**src/rtl/branch_resolve_pkg.sv**
```systemverilog
package branch_resolve_pkg;
  typedef enum logic [3:0] {
    C_JMP   = 4'd0,
    C_JMPL  = 4'd1,
    C_EQ    = 4'd2,
    C_NE    = 4'd3,
    C_UGT   = 4'd4,
    C_UGE   = 4'd5,
    C_ULT   = 4'd6,
    C_ULE   = 4'd7,
    C_SGT   = 4'd8,
    C_SGE   = 4'd9,
    C_SLT   = 4'd10,
    C_SLE   = 4'd11,
    C_BTST  = 4'd12,
    C_CALL  = 4'd13,
    C_EXIT  = 4'd14,
    C_BAD   = 4'd15
  } cond_e;
endpackage

```
**src/rtl/branch_cmp.sv**
```systemverilog
module branch_cmp
  import branch_resolve_pkg::*;
#(
  parameter int DATA_W = 64
) (
  input  cond_e             cond,
  input  logic              cmp32,
  input  logic [DATA_W-1:0] a,
  input  logic [DATA_W-1:0] b,
  output logic              hit
);
  localparam int HALF = DATA_W / 2;

  logic eq_w, ltu_w, lts_w, and_w;
  logic eq_h, ltu_h, lts_h, and_h;
  logic eq, ltu, lts, anz;

  always_comb begin
    eq_w  = (a == b);
    ltu_w = (a < b);
    lts_w = ($signed(a) < $signed(b));
    and_w = |(a & b);
    eq_h  = (a[HALF-1:0] == b[HALF-1:0]);
    ltu_h = (a[HALF-1:0] < b[HALF-1:0]);
    lts_h = ($signed(a[HALF-1:0]) < $signed(b[HALF-1:0]));
    and_h = |(a[HALF-1:0] & b[HALF-1:0]);
    eq    = cmp32 ? eq_h  : eq_w;
    ltu   = cmp32 ? ltu_h : ltu_w;
    lts   = cmp32 ? lts_h : lts_w;
    anz   = cmp32 ? and_h : and_w;
  end

  always_comb begin
    unique case (cond)
      C_JMP, C_JMPL: hit = 1'b1;
      C_EQ:   hit = eq;
      C_NE:   hit = !eq;
      C_UGT:  hit = !ltu && !eq;
      C_UGE:  hit = !ltu;
      C_ULT:  hit = ltu;
      C_ULE:  hit = ltu || eq;
      C_SGT:  hit = !lts && !eq;
      C_SGE:  hit = !lts;
      C_SLT:  hit = lts;
      C_SLE:  hit = lts || eq;
      C_BTST: hit = anz;
      default: hit = 1'b0;
    endcase
  end
endmodule

```
**src/rtl/branch_target.sv**
```systemverilog
module branch_target #(
  parameter int PC_W = 32
) (
  input  logic [PC_W-1:0] pc,
  input  logic [15:0]     disp16,
  input  logic [31:0]     disp32,
  input  logic            long_sel,
  output logic [PC_W-1:0] seq_pc,
  output logic [PC_W-1:0] tgt_pc
);
  logic signed [PC_W-1:0] d_ext;

  always_comb begin
    d_ext  = long_sel ? PC_W'($signed(disp32)) : PC_W'($signed(disp16));
    seq_pc = pc + PC_W'(1);
    tgt_pc = seq_pc + d_ext;
  end
endmodule

```
**src/rtl/branch_resolve.sv**
```systemverilog
module branch_resolve
  import branch_resolve_pkg::*;
#(
  parameter int PC_W   = 32,
  parameter int DATA_W = 64
) (
  input  logic              clk,
  input  logic              rst,
  input  logic              in_valid,
  input  logic [PC_W-1:0]   pc,
  input  logic [3:0]        cond,
  input  logic              cmp32,
  input  logic [DATA_W-1:0] op_a,
  input  logic [DATA_W-1:0] op_b,
  input  logic              use_imm,
  input  logic [31:0]       imm32,
  input  logic [15:0]       disp16,
  input  logic [31:0]       disp32,
  output logic              out_valid,
  output logic              taken,
  output logic [PC_W-1:0]   next_pc,
  output logic              is_call,
  output logic              is_exit,
  output logic              illegal
);
  cond_e             cc;
  logic [DATA_W-1:0] b_sel;
  logic              hit;
  logic [PC_W-1:0]   seq_pc, tgt_pc;

  assign cc    = cond_e'(cond);
  assign b_sel = use_imm ? DATA_W'($signed(imm32)) : op_b;

  branch_cmp #(.DATA_W(DATA_W)) u_cmp (
    .cond(cc), .cmp32(cmp32), .a(op_a), .b(b_sel), .hit(hit)
  );

  branch_target #(.PC_W(PC_W)) u_tgt (
    .pc(pc), .disp16(disp16), .disp32(disp32), .long_sel(cc == C_JMPL),
    .seq_pc(seq_pc), .tgt_pc(tgt_pc)
  );

  always_ff @(posedge clk) begin
    if (rst) begin
      out_valid <= 1'b0;
      taken     <= 1'b0;
      next_pc   <= '0;
      is_call   <= 1'b0;
      is_exit   <= 1'b0;
      illegal   <= 1'b0;
    end else begin
      out_valid <= in_valid;
      if (in_valid) begin
        taken   <= hit;
        next_pc <= hit ? tgt_pc : seq_pc;
        is_call <= (cc == C_CALL);
        is_exit <= (cc == C_EXIT);
        illegal <= (cc == C_BAD);
      end
    end
  end

  // result follows a request by exactly one edge
  a_r2_valid_follows: assert property (@(posedge clk) disable iff (rst)
    in_valid |=> out_valid);
  a_r2_idle: assert property (@(posedge clk) disable iff (rst)
    !in_valid |=> !out_valid);
  // unconditional jumps always redirect
  a_r10_jump_taken: assert property (@(posedge clk) disable iff (rst)
    in_valid && (cond == 4'd0 || cond == 4'd1) |=> taken);
  // call/exit/illegal never redirect and land on the next slot
  a_r11_flag_seq: assert property (@(posedge clk) disable iff (rst)
    in_valid && cond >= 4'd13 |=> !taken && next_pc == $past(pc) + PC_W'(1));
  // side-band flags are mutually exclusive
  a_r12_onehot: assert property (@(posedge clk) disable iff (rst)
    $onehot0({is_call, is_exit, illegal}));
endmodule

```
**config.mk**
```make
export PLATFORM = sky130hd
export DESIGN_NAME = branch_resolve
export DESIGN_NICKNAME = d
export VERILOG_FILES = /design/src/rtl/branch_resolve_pkg.sv /design/src/rtl/branch_cmp.sv /design/src/rtl/branch_target.sv /design/src/rtl/branch_resolve.sv
export SDC_FILE = /design/constraint.sdc
export NUM_CORES = 1
export LEC_CHECK = 0
export ABC_AREA = 1
export BUFFER_PORTS_ARGS = -buffer_cell sky130_fd_sc_hd__buf_4
export CELL_PAD_IN_SITES_DETAIL_PLACEMENT = 0
export CELL_PAD_IN_SITES_GLOBAL_PLACEMENT = 2
export CORE_MARGIN = 1.5
export CORE_UTILIZATION = 27
export CTS_CLUSTER_DIAMETER = 100
export CTS_CLUSTER_SIZE = 14
export DETAILED_ROUTE_END_ITERATION = 6
export PLACE_DENSITY_LB_ADDON = 0.1
export SETUP_SLACK_MARGIN = 0.2
export SLEW_MARGIN = 20
export SYNTH_ARGS = -nofsm -noshare
export SYNTH_HDL_FRONTEND = slang
export SYNTH_HIERARCHICAL = 1
export SYNTH_SLANG_ARGS = --single-unit
```
**constraint.sdc**
```tcl
create_clock -name clk -period 3.78 [get_ports clk]
set_input_delay 0.189 -clock clk [delete_from_list [all_inputs] [get_ports clk]]
set_output_delay 0.189 -clock clk [all_outputs]
set_load 0.01 [all_outputs]
```
==> qor.yml <==
outcome: "finished, final reports clean"
clkLatencyLatePin_ns: 0.30
startpoint_type: "primary input"
dr.pass1.iters: 6
fmax_mhz: 309
grt_pass1_wl_mm: 55.3
die_width_um: 188
cts_buffers: 5
dieArea_um2: 35200
root_buffer: "clkbuf_16"
drtIter0Drc: 501
cts_tree: "yes"
setup_viol: 0
synth-main-ff-cell: "dfxtp_1"
vdd_drop_max_mv: 0.155
fin_total_pwr_mw: 2.42
drc: 0
routed_wl_mm: 35.3
rsz0062_at_grt: "false"
seqCellArea_um2: 741
clk_path_buf_depth: 2
gp_congestion: 0.883
fillers: 3872
antenna_left: 0
grt_overflow_total: 0
ys_seq_area_frac: 0.0804
ios: 286
synthCells: 1516
grt_use_total: 0.199
tns_ns: 0
drive_above_1_share: 0.240
netlist_area_um2: 9210
required_ns: 3.97
synth_edf_count: 0
p_per_area_nw_per_um2: 201
cp.arrival_ns: 3.42
period_needed_ns: 3.23
crit_type: "in2reg"
core-area_um2: 33500
multi_input_area_um2: 7370
n_antenna_cell: 0
finalHoldViolCount: 0
relSlewSlack: 0.576
worst-slew-pin-transition_ns: 0.630
synth.distinct_cells: 45
ff2ff_setup_slack_ns: 3.06
cap_viol_max_count: 0
area_growth_syn_to_layout_pct: 31.1
antenna_found_initial: 0
vias: 10240
synth_warnings: 6
synth_fp_nets: 1924
ys_ff_latch: 37
postLayoutCoreUtil: 0.360
place.detailed.hpwl_mm: 30.4
slew_violations: 0
avgRoutedWirePerCell_um: 15.7
crit_fanout: 21
hold_class: "in2reg"
h-tree-depth: 2
grt_max_degree: 37
chipHeight_um: 188
vias_per_cell: 4.57
portBuffers: 285
nets: 2202
cp-end-kind: "register"
initial_utilization: 0.275
synthArstFlopShare: 0
grt_pass1_vias: 10579
p_leak_nw: 6.75
syn_area_per_cell_um2: 6.07
clk_pin_slew_ns: 0.07
cts_sinks: 37
worst_clock_skew_ns: 0
rows: 67
post-route-period-util: 0.855
==> worst max-delay path, cell delays in order <==
cell,delay [ns]
buf_4,0.14
nor4_2,0.42
buf_4,0.23
inv_2,0.06
buf_4,0.22
o21ai_0,0.48
inv_1,0.16
ha_1,0.31
a21oi_1,0.22
inv_1,0.06
nand3_1,0.09
nand2_1,0.08
nor2_1,0.11
nand2_1,0.07
nand3_1,0.13
nand2_1,0.07
nand2_1,0.06
nand2_1,0.05
a21oi_1,0.16
a21oi_1,0.08
==> cells in the final DEF (no fill, tap or decap), types with 4 or more instances in the layout <==
master       n
nand2_1    399
buf_4      298
inv_1      224
ha_1       158
a21oi_1    130
nor2_1     118
nand3_1    101
o21ai_0     92
dfxtp_1     37
nand2_2     28
mux2_4      27
nand4_1     24
xor2_1      24
nor2_2      21
xnor2_1     12
nor2_4      10
o21ai_1      9
inv_2        8
nand3_2      8
nor3_1       7
nor4_1       7
nand3b_1     6
clkbuf_16    5
mux2_2       4
buf_12       4
a31oi_1      4
==> cells by family (layout without fill, tap and decap cells) <==
kind of cell	count (synthesis)	after routing	synth area share
simple gates	737	737	0.359
buf+inv	267	546	0.119
compound gates	249	249	0.141
fa+ha+maj	159	159	0.217
flops	37	37	0.0804
xor+xnor	36	36	0.0342
mux	31	31	0.0489
==> power by group <==
group	internal (mW)	switching, mW
registers	0.427	0.0220
clock network	0.314	0.220
logic	0.621	0.820
total	1.36	1.06
==> flip-flops by register name, indices dropped and copies added, names as in the netlist <==
| name | count |
|---|---|
| next_pc | 32 |
| illegal | 1 |
| is_call | 1 |
| is_exit | 1 |
| out_valid | 1 |
| taken | 1 |
==> final cells by class <==
type | instances | area share
clock buffer | 5 | 0.0104
clock inverter | 3 | 0.00384
inverter | 235 | 0.0738
multi-input combinational | 1212 | 0.611
sequential | 37 | 0.0614
tap | 448 | 0.0464
timing repair buffer | 303 | 0.193
==> what timing repair did <==
item | in CTS | in global routing
setup endpoints to repair | 0 | 29
hold endpoints to repair | 0 | 0
buffers inserted | 0 | 0
hold buffers | 0 | 0
resized for setup | 0 | 7
==> synthesized netlist by cell type, types with 4 or more instances <==
cell type / n / area, um^2
buf_6: 8 / 90.1
xor2_1: 24 / 210
nor2_2: 21 / 131
nand3_2: 8 / 80.1
inv_2: 9 / 33.8
nand3b_1: 6 / 45.0
o21ai_0: 93 / 465
nor2_4: 10 / 113
a21oi_1: 130 / 651
dfxtp_1: 37 / 741
nand4_1: 24 / 150
xnor2_1: 12 / 105
mux2_4: 27 / 405
mux2_2: 4 / 45.0
nand2_2: 28 / 175
nand2_1: 399 / 1500
nand3_1: 101 / 505
nor2_1: 118 / 443
o21ai_1: 8 / 40.0
nor3_1: 7 / 35.0
inv_1: 224 / 841
nor4_1: 8 / 50.1
a31oi_1: 4 / 25.0
clkbuf_2: 7 / 35.0
buf_2: 11 / 55.1
ha_1: 158 / 1980
==> per-stage QoR <==
step	setup slack (ns)	cell area, um^2	hold WS, ns	std cells
3_5_place_dp	0.150	11900	0.388	2235
2_1_floorplan	0.489	9210	0.258	1516
4_1_cts	0.474	12100	0.0581	2243
6_report	0.547	12100	0.0674	2243
3_3_place_gp	0.0965	11900	0.385	2235
5_1_grt	0.200	12100	0.0617	2243
==> worst paths after layout <==
kind                             startpoint     endpoint  depth (start not counted)
worst max register to register  next_pc[17]  next_pc[17]                          2
worst min-delay path                    rst      is_exit                          2
worst min register to register      illegal      illegal                          2
worst max-delay path                cond[1]  next_pc[28]                         20
==> per-layer routing <==
metal	vias to the layer above	part of all wire	global-route usage
met5	-	0	0
met4	0	0.022	0.0532
met3	27	0.053	0.0346
met2	254	0.49	0.360
met1	4510	0.44	0.241
li1	5449	-	-
(Power assumes the default switching activity.)
